### src/rtl/mirq_pkg.sv
// Package: shared constants and types for the machine interrupt block.
// Assumes a two-bit privilege encoding in which 3 is the machine level.
package mirq_pkg;

    typedef enum logic [1:0] {
        PRIV_USER    = 2'd0,
        PRIV_SUPER   = 2'd1,
        PRIV_RSVD    = 2'd2,
        PRIV_MACHINE = 2'd3
    } priv_e;

    typedef enum logic {
        REG_ENABLE  = 1'b0,
        REG_PENDING = 1'b1
    } reg_sel_e;

    // Fixed write mask of the enable register
    localparam logic [11:0] ENABLE_WMASK = 12'hBBB;
    // Pending bit driven by the timer request
    localparam int TIMER_BIT = 7;

endpackage

### src/rtl/mirq_mask_reg.sv
// Module: a register in which each bit is either software-writable, held
// at zero, or a copy of a hardware input, as selected by parameters.
// Assumes single-cycle write strobes and a synchronous active-low reset.
module mirq_mask_reg #(
    parameter int              W         = 12,
    parameter logic [W-1:0]    WMASK     = '0,
    parameter int              HW_BIT    = 7,
    parameter int              HW_MIRROR = 0
) (
    input  logic         clk,
    input  logic         rst_n,
    input  logic         we,
    input  logic [W-1:0] wdata,
    input  logic         hw_in,
    output logic [W-1:0] q
);

    // Inputs that some bit configurations do not consume
    logic unused_inputs;
    assign unused_inputs = ^{we, wdata, hw_in};

    for (genvar i = 0; i < W; i++) begin : g_bit
        logic bit_q;
        if ((HW_MIRROR != 0) && (i == HW_BIT)) begin : g_hw
            // Copy the hardware request each cycle
            always_ff @(posedge clk) begin
                if (!rst_n) bit_q <= 1'b0;
                else        bit_q <= hw_in;
            end
        end else if (WMASK[i]) begin : g_sw
            // Software-writable bit, loaded on a write strobe
            always_ff @(posedge clk) begin
                if (!rst_n)  bit_q <= 1'b0;
                else if (we) bit_q <= wdata[i];
            end
        end else begin : g_zero
            // Bit not implemented, tied low
            assign bit_q = 1'b0;
        end
        assign q[i] = bit_q;
    end

endmodule

### src/rtl/mirq_select.sv
// Module: forms the candidate set from pending, enable, delegation and the
// global enable, and finds its lowest-numbered member.
// Assumes W fits in CW bits of index; purely combinational.
module mirq_select #(
    parameter int W  = 12,
    parameter int CW = $clog2(W)
) (
    input  logic [W-1:0]  pend,
    input  logic [W-1:0]  en,
    input  logic [W-1:0]  deleg,
    input  logic          glb_en,
    output logic [W-1:0]  cand,
    output logic          any,
    output logic [CW-1:0] idx
);

    // Candidate bits: pending, enabled, not delegated, globally allowed
    always_comb begin
        cand = glb_en ? (pend & en & ~deleg) : '0;
    end

    // Lowest index wins: scan downward so the last hit is the smallest
    always_comb begin
        idx = '0;
        for (int i = W - 1; i >= 0; i--) begin
            if (cand[i]) idx = CW'(i);
        end
    end

    // Non-empty flag for the take logic
    assign any = |cand;

endmodule

### src/rtl/mirq_take_reg.sv
// Module: registers the take request and cause toward the trap controller.
// Assumes the controller raises busy while handling a trap; the request
// drops after every pulse so it never holds high two cycles running.
module mirq_take_reg #(
    parameter int CW = 4
) (
    input  logic          clk,
    input  logic          rst_n,
    input  logic          any,
    input  logic [CW-1:0] idx,
    input  logic          busy,
    output logic          take,
    output logic [CW-1:0] cause
);

    // Pulse generation and cause capture
    always_ff @(posedge clk) begin
        if (!rst_n) begin
            take  <= 1'b0;
            cause <= '0;
        end else begin
            take  <= any & ~busy & ~take;
            cause <= idx;
        end
    end

endmodule

### src/rtl/mirq_ctrl.sv
// Module: top of the machine interrupt enable and selection block. Holds
// the enable and pending registers, gates reads by delegation, and issues
// a take request with the lowest candidate cause.
// Assumes XLEN >= IRQ_W and that all inputs are synchronous to clk.
module mirq_ctrl
    import mirq_pkg::*;
#(
    parameter int          XLEN    = 32,
    parameter int          IRQ_W   = 12,
    parameter logic [IRQ_W-1:0] EN_MASK = IRQ_W'(ENABLE_WMASK),
    parameter int          TMR_BIT = TIMER_BIT,
    localparam int         CAUSE_W = $clog2(IRQ_W),
    localparam logic [IRQ_W-1:0] PEND_MASK = EN_MASK & ~(IRQ_W'(1) << TMR_BIT)
) (
    input  logic               clk,
    input  logic               rst_n,
    input  logic               csr_we_i,
    input  logic               csr_wsel_i,
    input  logic [XLEN-1:0]    csr_wdata_i,
    input  logic               csr_rsel_i,
    output logic [XLEN-1:0]    csr_rdata_o,
    input  logic [XLEN-1:0]    deleg_i,
    input  logic [1:0]         priv_i,
    input  logic               mstatus_mie_i,
    input  logic               timer_irq_i,
    input  logic               trap_busy_i,
    output logic               take_o,
    output logic [CAUSE_W-1:0] cause_o
);

    logic [IRQ_W-1:0]   en_q;
    logic [IRQ_W-1:0]   pend_q;
    logic [IRQ_W-1:0]   deleg_lo;
    logic [IRQ_W-1:0]   cand;
    logic               cand_any;
    logic [CAUSE_W-1:0] cand_idx;
    logic               glb_en;
    logic               we_en;
    logic               we_pend;
    logic [IRQ_W-1:0]   rd_raw;

    // Upper data bits carry no implemented interrupts
    logic unused_hi;
    assign unused_hi = ^{csr_wdata_i[XLEN-1:IRQ_W], deleg_i[XLEN-1:IRQ_W]};

    assign deleg_lo = deleg_i[IRQ_W-1:0];

    // Decode write strobes per target register
    always_comb begin
        we_en   = csr_we_i && (csr_wsel_i == REG_ENABLE);
        we_pend = csr_we_i && (csr_wsel_i == REG_PENDING);
    end

    // Global enable: below machine level, or machine with status enable
    always_comb begin
        glb_en = (priv_i != PRIV_MACHINE) || mstatus_mie_i;
    end

    mirq_mask_reg #(
        .W(IRQ_W), .WMASK(EN_MASK), .HW_BIT(TMR_BIT), .HW_MIRROR(0)
    ) u_enable (
        .clk(clk), .rst_n(rst_n), .we(we_en),
        .wdata(csr_wdata_i[IRQ_W-1:0]), .hw_in(1'b0), .q(en_q)
    );

    mirq_mask_reg #(
        .W(IRQ_W), .WMASK(PEND_MASK), .HW_BIT(TMR_BIT), .HW_MIRROR(1)
    ) u_pending (
        .clk(clk), .rst_n(rst_n), .we(we_pend),
        .wdata(csr_wdata_i[IRQ_W-1:0]), .hw_in(timer_irq_i), .q(pend_q)
    );

    mirq_select #(.W(IRQ_W), .CW(CAUSE_W)) u_select (
        .pend(pend_q), .en(en_q), .deleg(deleg_lo), .glb_en(glb_en),
        .cand(cand), .any(cand_any), .idx(cand_idx)
    );

    mirq_take_reg #(.CW(CAUSE_W)) u_take (
        .clk(clk), .rst_n(rst_n), .any(cand_any), .idx(cand_idx),
        .busy(trap_busy_i), .take(take_o), .cause(cause_o)
    );

    // Read path: chosen register gated by delegation
    always_comb begin
        rd_raw      = (csr_rsel_i == REG_PENDING) ? pend_q : en_q;
        csr_rdata_o = XLEN'(rd_raw & deleg_lo);
    end

endmodule

### config.mk
export PLATFORM = sky130hd
export DESIGN_NAME = mirq_ctrl
export DESIGN_NICKNAME = d
export VERILOG_FILES = /design/src/rtl/mirq_pkg.sv /design/src/rtl/mirq_mask_reg.sv /design/src/rtl/mirq_select.sv /design/src/rtl/mirq_take_reg.sv /design/src/rtl/mirq_ctrl.sv
export SDC_FILE = /design/constraint.sdc
export NUM_CORES = 1
export LEC_CHECK = 0
export BUFFER_PORTS_ARGS = -buffer_cell sky130_fd_sc_hd__buf_2
export CAP_MARGIN = 30
export CORE_ASPECT_RATIO = 0.7
export CORE_UTILIZATION = 39
export CTS_BUF_LIST = sky130_fd_sc_hd__clkbuf_16
export CTS_CLUSTER_SIZE = 12
export DETAILED_ROUTE_END_ITERATION = 6
export PLACE_DENSITY = 0.87
export SLEW_MARGIN = 10
export SYNTH_ARGS = -nofsm -noshare
export SYNTH_HDL_FRONTEND = slang
export SYNTH_SLANG_ARGS = --single-unit
export TNS_END_PERCENT = 100
### constraint.sdc
create_clock -name clk -period 1.2 [get_ports clk]
set_input_delay 0.24 -clock clk [delete_from_list [all_inputs] [get_ports clk]]
set_output_delay 0.24 -clock clk [all_outputs]
set_load 0.02 [all_outputs]
After elaboration in Yosys (flattened, before gate mapping). Cells that the tools add are included.

Add/sub/neg operators: 0. $mul: 0. Div/mod/pow operators: 0. Order comparisons: 0. Equal/unequal tests: 1. Shifts and indexed selects: 0. Muxes and demuxes: 13. Bitwise operators: 10. Reductions and logical operators: 8.

Operators by type and width (number): $and A12 B12 Y12 (3); $mux W12 (2); $mux W4 (4); $mux W3 (4); $not A12 Y12 (1); $reduce_or A12 Y1 (1); $reduce_or A9 Y1 (1); $reduce_or A5 Y1 (1); $mux W2 (2); $not A1 Y1 (4); $reduce_or A3 Y1 (1); $and A1 B1 Y1 (2); $logic_and A1 B1 Y1 (2); $ne A2 B2 Y1 const B (1); $reduce_or A2 Y1 (1); $logic_or A1 B1 Y1 (1); $mux W1 (1).

Register bits: 23. Bits in latches: 0. Bits in writable memories: 0. Memory bits (read-only): 0. Input bits: 74. Output and inout bits: 37. Logic and storage cells: 55. Memories kept: 0.

Depth between registers and ports, before layout. Gate-level depths: netlist of the first run.

Word-level depth: 14. Depth in mapped cells: 5. Mapped depth without buffers: 4.

Hierarchy. Synthesis of the first run repeated with hierarchy kept, for this count alone.

Cells, all modules: 177. Area, all modules: 1660.3 um^2.

By module, submodules not included: mirq_mask_reg at u_enable (instances 1, cells each 41, area an instance 431.7 um^2, sequential area each 180.2 um^2); mirq_mask_reg at u_pending (instances 1, cells each 40, area an instance 421.7 um^2, sequential area each 180.2 um^2); mirq_ctrl (instances 1, cells each 49, area an instance 380.4 um^2, sequential area each 0.0 um^2); mirq_select (instances 1, cells each 37, area an instance 284.0 um^2, sequential area each 0.0 um^2); mirq_take_reg (instances 1, cells each 10, area an instance 142.6 um^2, sequential area each 100.1 um^2).

Least setup slack after synthesis of the first run. Ideal clock, no wire load.

Kind: input-to-output. Start point: input csr_rsel_i. End point: output csr_rdata_o[0]. Arrival: 0.880 ns. Data required time: 0.960 ns. Path slack: 0.080 ns. Stages: 3. Path buffers: 1. Path through: buf_2 -> mux2i_1 -> nor2b_1.

Cells in the longest elaborated chain, start to end: 2.

Ends and longest elaborated chain: start: declaration (line mirq_ctrl.sv:20) `input logic csr_rsel_i,`; $mux W12 (line mirq_ctrl.sv:85) `rd_raw = (csr_rsel_i == REG_PENDING) ? pend_q : en_q;`; $and A12 B12 Y12 (line mirq_ctrl.sv:86) `csr_rdata_o = XLEN'(rd_raw & deleg_lo);`; end: declaration (line mirq_ctrl.sv:21) `output logic [XLEN-1:0] csr_rdata_o,`.

No other way between the ends.

Worst setup path after layout of the first run.
Start point: register u_pending.g_bit[5].bit_q. End point: output csr_rdata_o[5].

Cells in the longest elaborated chain, start to end: 2.

Ends and longest elaborated chain: start: declaration (line mirq_mask_reg.sv:23) `logic bit_q;`; start signal: assignment (line mirq_mask_reg.sv:34) `else if (we) bit_q <= wdata[i];`; $mux W12 (line mirq_ctrl.sv:85); $and A12 B12 Y12 (line mirq_ctrl.sv:86).

No other way between the ends.

==> results of run 1 <==
-- path summary, 6_finish.rpt --
path / startpoint / to / slack, ps / depth (start not counted)
setup / recovery: u_pending.g_bit[5].bit_q / csr_rdata_o[5] / -50 / 4
setup reg to reg: u_pending.g_bit[5].bit_q / u_take.cause[0] / 40 / 4
hold reg to reg: u_pending.g_bit[4].bit_q / u_pending.g_bit[4].bit_q / 470 / 2
hold / removal: timer_irq_i / u_pending.g_bit[7].bit_q / 190 / 2
-- cell usage after synthesis (2+ instances only) --
cell	number	share of area, %
nor2b_1	11	4.9
nand2_1	32	8.6
a21oi_1	2	0.72
nand3b_1	7	3.8
buf_4	25	13
clkbuf_1	2	0.54
mux2i_1	9	6.5
dfxtp_1	23	33
nand3_1	11	4.0
nor2_1	2	0.54
buf_2	3	1.1
a21boi_0	17	9.2
-- layer usage --
layer / track usage [%] / vias to the layer above / wire length, um
met5: 0 / - / 0
met4: 3.85 / 0 / 21
met3: 4.84 / 5 / 198
met2: 27.6 / 36 / 1470
met1: 21.5 / 565 / 1380
li1: - / 613 / -
-- sequential cells by signal (all words and copies together) (netlist names) --
| name | flops |
|---|---|
| u_take.take | 1 |
| u_enable.g_bit.bit_q | 9 |
| u_take.cause | 4 |
| u_pending.g_bit.bit_q | 9 |
-- placed cells by master (no fill, tap or decap), types with 2 or more instances in the layout --
cell type	instances
nor2b_1	11
clkbuf_16	3
nand2_1	32
conb_1	23
mux2i_1	9
buf_6	2
a21boi_0	17
a21oi_1	2
dfxtp_2	17
buf_2	32
nand3_1	11
dfxtp_1	6
nand3b_1	7
buf_4	21
nor2_1	2
-- logic make-up after synthesis --
group | count (synthesis) | share of synthesized area (%)
AO/OA/AOI/OAI | 27 | 15.1
buffers and inverters | 30 | 15.1
flip-flops | 23 | 33.1
multiplexers | 9 | 6.48
other | 1 | 0.270
AND/OR/NAND/NOR | 74 | 29.9
-- layout make-up --
| type | instances | share of cell area [%] |
|---|---|---|
| Tap cell | 47 | 3.28 |
| Clock inverter | 1 | 0.210 |
| Sequential cell | 23 | 26.9 |
| Timing Repair Buffer | 56 | 20.1 |
| Multi-Input combinational cell | 133 | 45.3 |
| Clock buffer | 3 | 4.19 |
-- critical path, cell delays in order, from the launching register on --
cell	delay, ps
dfxtp_2	320
buf_6	110
mux2i_1	120
nor2b_1	60
buf_4	150
-- what timing repair did --
| item | 4_1_cts | 5_1_grt |
|---|---|---|
| pin swaps | 1 | 0 |
| resized for setup | 7 | 23 |
| setup buffers | 0 | 2 |
| setup endpoints to repair | 5 | 11 |
-- report_power, final --
group / internal, mW / switching [mW] / leakage (nW)
clock: 0.444 / 0.259 / 0.0423
combinational: 0.137 / 0.188 / 0.621
sequential: 0.799 / 0.0206 / 0.195
total: 1.38 / 0.468 / 0.858
==> metrics.txt, run 1 <==
outcome finished, violations left; failing checks setup timing; post-synthesis sequential area ratio 33.1%; clock insertion delay at the later pin of the skew report 250 ps; Post-Layout Cell Count 263; synthesized area per cell 8.48 um2; DR vias 1219; fill cell count 338; ys async rst share 0%; Seq. cell area 482 um2; Synth warnings 0; largest net degree at the start of global routing 14; initial antenna violation count 0; CP Capture Type output pin; final setup vio count 1; antenna viol nets, final 0; htree depth 1; IO Port Bufs 41; crit path setup slack, layout -50.7 ps; Ant. Diodes 0; Slew Viols, Final 0; die height 52.0 um; critical path class reg2out; Yosys reg bits 23; most frequently used flop master after synthesis dfxtp_1; Max VDD drop 0.714 mV; share of layout cells above drive strength 1 39.4%; pwr/cell area 1030 mW/mm2; CP Max Fanout 2; critical path arrival 1010 ps; Starting Density 42.5%; Area Growth Syn to Fin 28.7%; core area 0.00328 mm2; startpoint types flip-flop; Post-Syn Area 0.00139 mm2; Worst Hold Class in2reg; root buf cell clkbuf_16; Final Cycle Share 104%; DR iter-0 viols 85; die area 0.00381 mm2; gr ovfl total 0; endpoints failing hold 0; Total Nets Final 291; multi-input logic area 811 um2; Num Clock Sinks 23; # rows 17; GP Congestion 0.807; Hold WS 193 ps; Crit path required time 960 ps; IO Pins 111; total of max-cap violations 0; placed insts 257; clk_skew 1.80 ps; Post-synth EDFFs 0; wire per inst 11.6 um; Placement Setup Slack -62.5 ps; gr usage total 16.7%; RSZ-0062 raised after global routing true; utilization after layout 54.7%; final instance area 0.00179 mm2; CTS max path bufs 2; die span in x 73.4 um; Tmin final 1250 ps; Reg clk slew, reported paths 60 ps; Pre-antenna DRT Iters 4; post-synthesis instance total 164; hold bufs inserted after CTS 0; Leakage 0.858 nW; cts bufs inserted 3; post-placement cell area 0.00164 mm2; CTS tree yes; DR vias/cell 4.63; vias in the first global route 1072; Fin Setup TNS -50.7 ps; first-pass GRT wire length 4770 um; Synth cell types 32; Max Freq 800 MHz; Total Routed Length 3060 um; Post-DP HPWL 2370 um; Tot Pwr 1.85 mW; DRC 0
No activity file was read; power rests on OpenSTA's default activity.
==> run 2: changes to the inputs <==
- CORE_MARGIN: default -> 2
- PLACE_DENSITY: 0.87 -> 0.86
==> metrics.txt, run 2 (synthesis gave the netlist of run 1 again) <==
outcome finished, violations left; failing checks setup timing; critical path arrival 1030 ps; clock insertion delay at the later pin of the skew report 250 ps; Total Nets Final 288; crit path to csr_rdata_o[5]; endpoint of the lowest-slack register-to-register path u_take.cause[0]; switching share of power 25.4%; hold bufs inserted after CTS 0; die span in x 75.4 um; fill cell count 358; Post-Layout Cell Count 263; Sequential Power Share 44.4%; flop-to-flop setup slack 40 ps; placed insts 258; root buf cell clkbuf_16; largest net degree at the start of global routing 19; Largest regs u_enable.g_bit.bit_q (9), u_pending.g_bit.bit_q (9), u_take.cause (4); IO Port Bufs 41; die area 0.00407 mm2; DR vias 1201; total of max-cap violations 0; Worst Hold Class in2reg; antenna viol nets, final 0; Leakage 0.841 nW; Pre-antenna DRT Iters 5; cts bufs inserted 3; Net Switching 0.466 mW; Num Clock Sinks 23; Tmin final 1270 ps; RSZ-0062 raised after global routing true; endpoints failing hold 0; first-pass GRT wire length 4710 um; worst path cell trace buf_6 -> mux2i_1 -> nor2b_1 -> buf_4; wire per inst 11.5 um; final setup vio count 1; htree depth 1; clk_skew 2.44 ps; Post-DP HPWL 2330 um; gr usage total 15.7%; vias in the first global route 1044; critical path class reg2out; startpoint types flip-flop; core area 0.00347 mm2; initial antenna violation count 0; share of layout cells above drive strength 1 38.0%; Area Growth Syn to Fin 27.0%; CP Max Fanout 2; CP Capture Type output pin; Internal 1.37 mW; DR iter-0 viols 47; Max Freq 787 MHz; crit path setup slack, layout -71.2 ps; CTS tree yes; worst reg2reg startpoint u_enable.g_bit[5].bit_q; Max VDD drop 0.564 mV; Clock Power Share 38.3%; # rows 18; final instance area 0.00177 mm2; Reg2Reg Depth 4; Max stage delay cell, worst path dfxtp_2; gr ovfl total 0; CTS max path bufs 2; IO Pins 111; Total Routed Length 3030 um; Final Cycle Share 106%; DRC 0; DR vias/cell 4.57; GP Congestion 0.917; die height 54.0 um; Slew Viols, Final 0; Ant. Diodes 0; Starting Density 40.1%; Crit path required time 960 ps; pwr/cell area 1040 mW/mm2; post-placement cell area 0.00163 mm2; Reg clk slew, reported paths 60 ps; most frequent cells in the layout 32 x nand2_1, 32 x buf_2, 23 x conb_1; Comb pwr share 17.2%; CP startpoint u_pending.g_bit[5].bit_q; utilization after layout 50.9%; CP max stage delay 320 ps
==> run 2: cell count changes in the layout (fill, tap and decap cells not counted), sizes merged <==
cell  previous run  this run
buf             56        53
==> run 2: how the worst min path moves through the flow <==
stage / slack, ps / start / end / cells past startpoint
2_1_floorplan: 370 / timer_irq_i / u_pending.g_bit[7].bit_q / 1
3_3_place_gp: 460 / timer_irq_i / u_pending.g_bit[7].bit_q / 2
3_5_place_dp: 460 / timer_irq_i / u_pending.g_bit[7].bit_q / 2
4_1_cts: 200 / timer_irq_i / u_pending.g_bit[7].bit_q / 2
5_1_grt: 210 / timer_irq_i / u_pending.g_bit[7].bit_q / 2
6_report: 200 / timer_irq_i / u_pending.g_bit[7].bit_q / 2
==> run 2: cell type report <==
type / count / area, um2 / share of cell area [%]
Multi-Input combinational cell: 133 / 811 / 45.9
Sequential cell: 23 / 480 / 27.2
Timing Repair Buffer: 53 / 334 / 18.9
Clock buffer: 3 / 75.1 / 4.25
Tap cell: 50 / 62.6 / 3.54
Clock inverter: 1 / 3.75 / 0.212
==> run 2: worst max-delay path, delay by kind of cell, from the launching register on <==
family | cells | cell delay, ps
DFF | 1 | 320
and+or+nand+nor | 1 | 60
buffers and inverters | 2 | 250
muxes | 1 | 140
==> run 2: metal layers <==
layer | global-route usage, % | wire length (um) | vias up
met5 | 0 | 0 | -
met1 | 19.9 | 1390 | 556
li1 | - | - | 606
met4 | 3.22 | 13 | 0
met2 | 26.7 | 1440 | 37
met3 | 4.68 | 178 | 2
==> run 2: metrics by stage <==
stage | total power, mW | hold WS [ps] | worst slack, ps | TNS [ps]
after floorplan | 1.08 | 367 | 79.7 | 0
after global placement | 1.13 | 456 | -41.7 | -45.3
after detailed placement | 1.14 | 465 | -44.1 | -47.3
after CTS | 1.85 | 198 | -88.2 | -88.2
after global routing | 1.93 | 213 | -138 | -296
final | 1.84 | 197 | -71.2 | -71.2
==> run 2: power by group through the flow <==
stage,Combinational (mW),Sequential (mW),Clock (mW)
CTS,0.312,0.813,0.726
floorplan,0.252,0.828,0
detailed placement,0.306,0.830,0
global placement,0.302,0.828,0
global route,0.347,0.822,0.763
finish,0.317,0.818,0.706
==> run 2: repair_timing <==
action	in CTS	in global routing
buffers inserted	0	1
endpoints found under the hold margin	0	0
gates cloned	0	0
gates resized for setup	9	19
setup endpoints to repair	5	10
pin swaps	0	4
==> run 3: changes to the inputs <==
- CORE_UTILIZATION: 39 -> 35
- PLACE_DENSITY: 0.86 -> 0.82
- SLEW_MARGIN: 10 -> default
- clock period: 1.2 -> 1.1 ns (I/O delays scaled with it)
==> metrics.txt, run 3 (synthesis gave the netlist of run 1 again) <==
outcome finished, violations left; failing checks setup timing; Ant. Diodes 0; Crit path required time 880 ps; switching share of power 25.9%; Max VDD drop 0.628 mV; antenna viol nets, final 0; # rows 19; Max Freq 759 MHz; CP Capture Type output pin; wire per inst 12.5 um; cell family with most CP delay flip-flops; Leakage 0.929 nW; core area 0.00387 mm2; Worst Hold Class in2reg; cts bufs inserted 3; Slew Viols, Final 0; gr usage total 15.5%; vias in the first global route 1164; Final Cycle Share 120%; Starting Density 35.9%; htree depth 1; CTS tree yes; Area Growth Syn to Fin 38.8%; worst path cell trace buf_6 -> mux2i_2 -> nor2b_1 -> buf_4; CP Max Fanout 2; die area 0.00450 mm2; DR vias/cell 4.51; RSZ-0062 raised after global routing true; pwr/cell area 1070 mW/mm2; Sequential Power Share 43.3%; Net Switching 0.535 mW; hold bufs inserted after CTS 0; Largest regs u_enable.g_bit.bit_q (9), u_pending.g_bit.bit_q (9), u_take.cause (4); die span in x 79.4 um; most frequent cells in the layout 32 x buf_2, 30 x nand2_1, 26 x buf_4; CTS max path bufs 2; Total Routed Length 3480 um; Tmin final 1320 ps; CP max stage delay 320 ps; DR iter-0 viols 82; Max stage delay cell, worst path dfxtp_2; first-pass GRT wire length 5320 um; Post-DP HPWL 2500 um; Internal 1.53 mW; clk_skew 2.90 ps; IO Port Bufs 41; Comb pwr share 18.9%; critical path class reg2out; die height 56.8 um; Clock Power Share 37.8%; endpoints failing hold 0; gr ovfl total 0; share of layout cells above drive strength 1 45.8%; Pre-antenna DRT Iters 4; IO Pins 111; clock insertion delay at the later pin of the skew report 260 ps; Num Clock Sinks 23; worst path buffer plus inverter count 2; GP Congestion 0.833; most common cell after layout, fill and taps aside buf_2; largest net degree at the start of global routing 19; total of max-cap violations 0; startpoint types flip-flop; DR vias 1258; critical path arrival 1100 ps; Hold WS 172 ps; root buf cell clkbuf_16; DRC 0; initial antenna violation count 0; utilization after layout 49.8%; Reg clk slew, reported paths 60 ps; crit path setup slack, layout -218 ps; Total Nets Final 302; final setup vio count 12
## run 3: layout make-up
| type | count | area (um2) |
|---|---|---|
| Clock buffer | 3 | 75.1 |
| Sequential cell | 23 | 482 |
| Tap cell | 52 | 65.1 |
| Clock inverter | 1 | 3.75 |
| Fill cell | 374 | 1940 |
| Timing Repair Buffer | 67 | 465 |
| Multi-Input combinational cell | 133 | 840 |
## run 3: timing repair
item / CTS / global route
setup endpoints to repair: 11 / 14
buffers inserted: 7 / 2
resized for setup: 33 / 12
pin swaps: 3 / 3
## run 3: worst paths after layout
kind / startpoint / endpoint / slack (ps) / cells past startpoint
worst max-delay path: u_enable.g_bit[5].bit_q / csr_rdata_o[5] / -220 / 4
worst min-delay path: timer_irq_i / u_pending.g_bit[7].bit_q / 170 / 2
worst max register to register: u_enable.g_bit[7].bit_q / u_take.cause[0] / -80 / 6
worst min register to register: u_pending.g_bit[4].bit_q / u_pending.g_bit[4].bit_q / 470 / 2
## run 3: per-stage QoR
| stage | std cells | total power [mW] | area [um2] | TNS, ps | worst slack (ps) |
|---|---|---|---|---|---|
| 2_1_floorplan | 186 | 1.18 | 1470 | 0 | 6.36 |
| 3_3_place_gp | 269 | 1.25 | 1700 | -219 | -83.2 |
| 3_5_place_dp | 269 | 1.26 | 1700 | -269 | -101 |
| 4_1_cts | 277 | 2.06 | 1880 | -902 | -169 |
| 5_1_grt | 279 | 2.14 | 1930 | -1570 | -243 |
| 6_report | 279 | 2.06 | 1930 | -989 | -218 |
## run 3: power by group through the flow
| stage | registers [mW] | clock network (mW) | logic (mW) |
|---|---|---|---|
| detailed placement | 0.903 | 0 | 0.353 |
| global route | 0.896 | 0.823 | 0.420 |
| CTS | 0.891 | 0.793 | 0.373 |
| floorplan | 0.903 | 0 | 0.275 |
| finish | 0.893 | 0.780 | 0.389 |
| global placement | 0.900 | 0 | 0.348 |
## run 3: layer usage
layer	track usage, %	vias to the layer above	part of all wire (%)
met5	0	-	0
met4	3.94	0	1.1
met3	5.14	6	7.4
met2	26.4	43	50
met1	18.8	573	42
li1	-	636	-
## run 3: worst reg2reg max path: cells and delay by family, from the launching register on
kind | cells | cell delay, ps
buffers and inverters | 2 | 270
flip-flops | 1 | 310
AND/OR/NAND/NOR | 2 | 120
AO/OA/AOI/OAI | 2 | 360
